==> src/rtl/hit_trig_pkg.sv <==
package hit_trig_pkg;
   // width needed to count from 0 up to n inclusive
   function automatic int count_width(input int n);
      return (n < 2) ? 1 : $clog2(n + 1);
   endfunction
endpackage

==> src/rtl/hit_sync_bank.sv <==
module hit_sync_bank #(
   parameter int WIDTH  = 72,
   parameter int STAGES = 2
) (
   input  logic             clk,
   input  logic             rst_n,
   input  logic [WIDTH-1:0] async_in,
   output logic [WIDTH-1:0] sync_out
);
   if (STAGES < 2) begin : g_bad_stages
      $error("hit_sync_bank: STAGES must be at least 2");
   end
   if (WIDTH < 1) begin : g_bad_width
      $error("hit_sync_bank: WIDTH must be positive");
   end

   logic [WIDTH-1:0] chain [STAGES];

   for (genvar s = 0; s < STAGES; s++) begin : g_stage
      if (s == 0) begin : g_first
         always_ff @(posedge clk or negedge rst_n) begin
            if (!rst_n) chain[0] <= '0;
            else        chain[0] <= async_in;
         end
      end else begin : g_next
         always_ff @(posedge clk or negedge rst_n) begin
            if (!rst_n) chain[s] <= '0;
            else        chain[s] <= chain[s-1];
         end
      end
   end

   assign sync_out = chain[STAGES-1];
endmodule

==> src/rtl/hit_popcount.sv <==
module hit_popcount #(
   parameter int WIDTH = 72,
   parameter int CNT_W = 7
) (
   input  logic [WIDTH-1:0] vec,
   output logic [CNT_W-1:0] count
);
   if ((1 << CNT_W) <= WIDTH) begin : g_bad_cnt
      $error("hit_popcount: CNT_W too narrow for WIDTH");
   end

   always_comb begin
      count = '0;
      for (int i = 0; i < WIDTH; i++) begin
         count = count + CNT_W'(vec[i]);
      end
   end
endmodule

==> src/rtl/hit_latch.sv <==
module hit_latch #(
   parameter int WIDTH = 72
) (
   input  logic             clk,
   input  logic             rst_n,
   input  logic             clr,
   input  logic             freeze,
   input  logic [WIDTH-1:0] hits,
   input  logic [WIDTH-1:0] mask,
   output logic [WIDTH-1:0] flags
);
   logic [WIDTH-1:0] flags_q;

   always_ff @(posedge clk or negedge rst_n) begin
      if (!rst_n)       flags_q <= '0;
      else if (clr)     flags_q <= '0;
      else if (!freeze) flags_q <= flags_q | hits;
   end

   assign flags = flags_q;

   AST_CLEAR_EMPTIES: assert property (@(posedge clk) disable iff (!rst_n)
      clr |=> (flags_q == '0));
   AST_BITS_STICK: assert property (@(posedge clk) disable iff (!rst_n)
      !clr |=> ((flags_q & $past(flags_q)) == $past(flags_q)));
   AST_FREEZE_HOLDS: assert property (@(posedge clk) disable iff (!rst_n)
      (freeze && !clr) |=> (flags_q == $past(flags_q)));
   AST_MASKED_NEVER_SET: assert property (@(posedge clk) disable iff (!rst_n)
      !clr |=> ((flags_q & ~$past(flags_q) & $past(mask)) == '0));
endmodule

==> src/rtl/chan_hit_trigger.sv <==
module chan_hit_trigger
   import hit_trig_pkg::*;
#(
   parameter int NCH         = 72,
   parameter int SYNC_STAGES = 2,
   parameter int MULT_W      = count_width(NCH)
) (
   input  logic              clk,
   input  logic              rst_n,
   input  logic [NCH-1:0]    disc_in,
   input  logic [NCH-1:0]    inhibit,
   input  logic              freeze,
   input  logic              hit_clr,
   output logic              trig_out,
   output logic [MULT_W-1:0] mult_out,
   output logic [NCH-1:0]    hit_reg
);
   localparam int MIN_W = count_width(NCH);

   if (MULT_W < MIN_W) begin : g_bad_mult
      $error("chan_hit_trigger: MULT_W cannot hold NCH");
   end

   logic [NCH-1:0]    disc_sync;
   logic [NCH-1:0]    active;
   logic [MULT_W-1:0] active_cnt;
   logic              trig_q;
   logic [MULT_W-1:0] mult_q;

   hit_sync_bank #(.WIDTH(NCH), .STAGES(SYNC_STAGES)) u_sync (
      .clk(clk), .rst_n(rst_n), .async_in(disc_in), .sync_out(disc_sync)
   );

   assign active = disc_sync & ~inhibit;

   hit_popcount #(.WIDTH(NCH), .CNT_W(MULT_W)) u_count (
      .vec(active), .count(active_cnt)
   );

   always_ff @(posedge clk or negedge rst_n) begin
      if (!rst_n) begin
         trig_q <= 1'b0;
         mult_q <= '0;
      end else begin
         trig_q <= |active;
         mult_q <= active_cnt;
      end
   end

   hit_latch #(.WIDTH(NCH)) u_latch (
      .clk(clk), .rst_n(rst_n), .clr(hit_clr), .freeze(freeze),
      .hits(active), .mask(inhibit), .flags(hit_reg)
   );

   assign trig_out = trig_q;
   assign mult_out = mult_q;

   AST_TRIG_AGREES_MULT: assert property (@(posedge clk) disable iff (!rst_n)
      trig_out == (mult_out != '0));
   AST_MULT_IN_RANGE: assert property (@(posedge clk) disable iff (!rst_n)
      mult_out <= MULT_W'(NCH));
   AST_FULL_MASK_SILENT: assert property (@(posedge clk) disable iff (!rst_n)
      (&inhibit) |=> (!trig_out && mult_out == '0));
endmodule

==> config.mk <==
export PLATFORM = sky130hd
export DESIGN_NAME = chan_hit_trigger
export DESIGN_NICKNAME = d
export VERILOG_FILES = /design/src/rtl/hit_trig_pkg.sv /design/src/rtl/hit_sync_bank.sv /design/src/rtl/hit_popcount.sv /design/src/rtl/hit_latch.sv /design/src/rtl/chan_hit_trigger.sv
export SDC_FILE = /design/constraint.sdc
export NUM_CORES = 1
export LEC_CHECK = 0
export ABC_CLOCK_PERIOD_IN_PS = 8100
export BUFFER_PORTS_ARGS = -buffer_cell sky130_fd_sc_hd__buf_2
export CELL_PAD_IN_SITES_DETAIL_PLACEMENT = 1
export CELL_PAD_IN_SITES_GLOBAL_PLACEMENT = 1
export CORE_AREA = 2 2 171 156
export CTS_BUF_LIST = sky130_fd_sc_hd__clkbuf_16
export DETAILED_ROUTE_END_ITERATION = 10
export DIE_AREA = 0 0 173 158
export PLACE_DENSITY = 0.72
export SYNTH_ARGS = -nofsm -noshare
export SYNTH_HDL_FRONTEND = slang
export SYNTH_HIERARCHICAL = 1
export SYNTH_SLANG_ARGS = --single-unit
==> constraint.sdc <==
create_clock -name clk -period 8.1 [get_ports clk]
set_input_delay 1.215 -clock clk [delete_from_list [all_inputs] [get_ports clk]]
set_output_delay 1.215 -clock clk [all_outputs]
set_load 0.05 [all_outputs]
==> results.toml <==
[global_routing]
grt_pass1_wl_um = 37500
grt_use_total = 0.179
grt_max_degree = 84
grt-ovfl-total = 0
grt_pass1_vias = 6745
grt_antenna_before_repair = 4

[critical_path]
path_buf_inv = 5
crit_type = "input pin to flip-flop"
crit_family = "adder cells"
required_ps = 8510
critPathMaxStageDelay_ps = 530
worstSetupStartpointType = "input pin"
crit_path_start = "inhibit[3]"
r2r-end = "mult_out[6]$_DFF_PN0_"
cpMostUsedCell = "fa_1"
crit_path_cell_trace = "buf_2 > nor2b_1 > inv_1 > fa_1 > inv_1 > ha_1 > inv_1 > fa_1 > fa_1 > fa_1 > fa_1 > fa_1 > fa_1 > fa_1 > fa_1 > inv_1 > fa_1 > a211oi_1 > o21bai_1 > a21o_1"
crit_arrival_ps = 7200
critPathCaptureType = "flip-flop"
crit_slowest_cell = "fa_1"
cp_max_fo = 3
ff2ff_setup_slack_ps = 1750
reg2reg_from = "u_sync/sync_out[3]$_DFF_PN0_"
r2r_cells = 19

[synthesis]
synth_top_family_by_area = "adder cells"
synth_top_area_share = 0.555
postSynthAreaPerCell_um2 = 12.1
synth-simple-area-share = 0.122
synth-xor-area-share = 0.00174
synth-edff-count = 0
synth_area_leaders = "dfrtp_1, fa_1, inv_1, buf_4, nand2b_1"
ys_warn_count = 6
syn_inst = 836
synthMuxAreaShare = 0
syn_area_mm2 = 0.0101
synth_area_leader_cell = "dfrtp_1"
synth_common_cells = "dfrtp_1, inv_1, a21oi_1, nand2b_1, buf_4"
ys.flop_type = "dfrtp_1"
synth_compound_area_frac = 0.0449
yosysSeqAreaShare = 0.555
synthAdderAreaFrac = 0.144
synthArstFlopShare = 1.00
yosysMostFrequentCell = "dfrtp_1"
synth_seq_cells = 224
netlist-cell-type-count = 33
synth_nets = 1063

[timing]
fin_crit_sh = 0.838
maxSlewHeadroom = 0.378
finalSetupViolCount = 0
finalMaxSlewViolations = 0
rsz0062_at_grt = "no"
worst_pin_slew_ps = 932
fin_tns_setup_ps = 0
hold_viol = 0
fin_skew_ps = 16.0
min_period_ps = 6790
clock.fmax_mhz = 147

[drt]
drt_iter0_drc = 234
drc_errors = 0
vias_per_cell = 4.39
firstDrtPassIters = 4
ant_nets = 0
routed_wl_um = 23900
post_drt_wl_per_cell_um = 17.4
vias = 6032

[clock_tree]
cts_resized = 0
clockRootBuffer = "clkbuf_16"
clock_latency_ps = 530
cts_hold_buf = 0
cts_buffer_depth = 3
cts_max_level = 1
postCtsSetupRepairBufs = 0
path_clk_slew_ps = 60
cts_tree = "built"
cts.sinks = 224
cts_inserted_buffers = 26

[placement]
place_hpwl_um = 17900
port_buffers = 227
place_congestion = 0.788

[die]
rows = 56
design.core.area_mm2 = 0.0256
dieArea_mm2 = 0.0273
start_util = 0.394
die_h_um = 158
chipWidth_um = 173
design.portCount = 228

[power_and_ir_drop]
power_density_mw_per_mm2 = 386
p_leak_nw = 5.92
total_power_mw = 4.58
ir_worst_vdd_v = 0.000544

[finish]
fill_cells = 2838
fin_nets = 1233
layout-drive-gt1-share = 0.282
area_growth_syn_to_layout_pct = 17.5

[min_path]
min_from = "u_sync/chain[109]$_DFF_PN0_"
holdPathStages = 0
min_to = "u_sync/sync_out[37]$_DFF_PN0_"
hold_class = "flip-flop to flip-flop"

[flow_run]
maxCapViolCount = 0

[status]
outcome = "finished, final reports clean"
cell usage in the layout, fill, tap and decap left out, types with 7 or more instances in the layout:
| master | n |
|---|---|
| nor2b_1 | 60 |
| clkinv_2 | 7 |
| inv_1 | 185 |
| ha_1 | 17 |
| nand2b_1 | 73 |
| a21oi_1 | 74 |
| fa_1 | 62 |
| nor4_1 | 13 |
| buf_2 | 225 |
| dfrtp_1 | 224 |
| nor2b_4 | 14 |
| clkbuf_16 | 26 |
| clkinv_1 | 7 |
power by group:
part	internal, mW	total (mW)	switching, mW
Clock	0.618	1.09	0.472
Combinational	0.951	2.24	1.29
Sequential	1.23	1.25	0.0222
worst max-delay path by stage:
stage,end,cells past startpoint
2_1_floorplan,mult_out[6]$_DFF_PN0_,19
3_3_place_gp,mult_out[6]$_DFF_PN0_,20
3_5_place_dp,mult_out[6]$_DFF_PN0_,20
4_1_cts,mult_out[6]$_DFF_PN0_,20
5_1_grt,mult_out[4]$_DFF_PN0_,20
6_report,mult_out[6]$_DFF_PN0_,20
cell families after synthesis:
family / Yosys count
AOI/OAI and AO/OA: 85
adders and majority gates: 79
buffers and inverters: 272
xor gates and xnor gates: 2
and+or+nand+nor: 174
DFF: 224
per-stage QoR:
step / utilization / instances / instance area, µm² / hold slack, ps / worst slack (ps)
floorplan: - / 836 / 10100 / 331 / 1250
global placement: 0.431 / 1326 / 11100 / 332 / 922
detailed placement: 0.431 / 1326 / 11100 / 336 / 794
CTS: 0.462 / 1373 / 11900 / 347 / 1330
global route: 0.462 / 1373 / 11900 / 354 / 1110
finish: 0.463 / 1374 / 11900 / 345 / 1310
metal layers:
metal  up-vias  track usage  share of wire
li1       2769            -              -
met1      3056        0.237           0.43
met2       160        0.297           0.48
met3        41       0.0451          0.060
met4         6       0.0448          0.024
met5         -            0         0.0016
area by class of cell:
type / count / area [µm²] / share of cell area
Sequential cell: 224 / 5610 / 0.473
Antenna cell: 1 / 2.50 / 0.000211
Clock inverter: 21 / 145 / 0.0122
Inverter: 184 / 691 / 0.0582
Tap cell: 348 / 435 / 0.0367
Clock buffer: 26 / 651 / 0.0549
Multi-Input combinational cell: 340 / 3160 / 0.266
Timing Repair Buffer: 230 / 1170 / 0.0987
worst register-to-register path, delay by kind of cell (launching register included):
family	cells	cell delay, ps
adder cells (fa/ha/maj)	11	4850
AND/OR/NAND/NOR	1	290
buffers and inverters	4	270
AO/OA/AOI/OAI	3	500
flip-flops	1	330
flip-flops by register name (all words and copies together) (netlist names):
name	cells
u_latch/flags	72
u_sync/sync_out	72
trig_out	1
u_sync/chain	72
mult_out	7
Power figures use the tool's default switching activity.
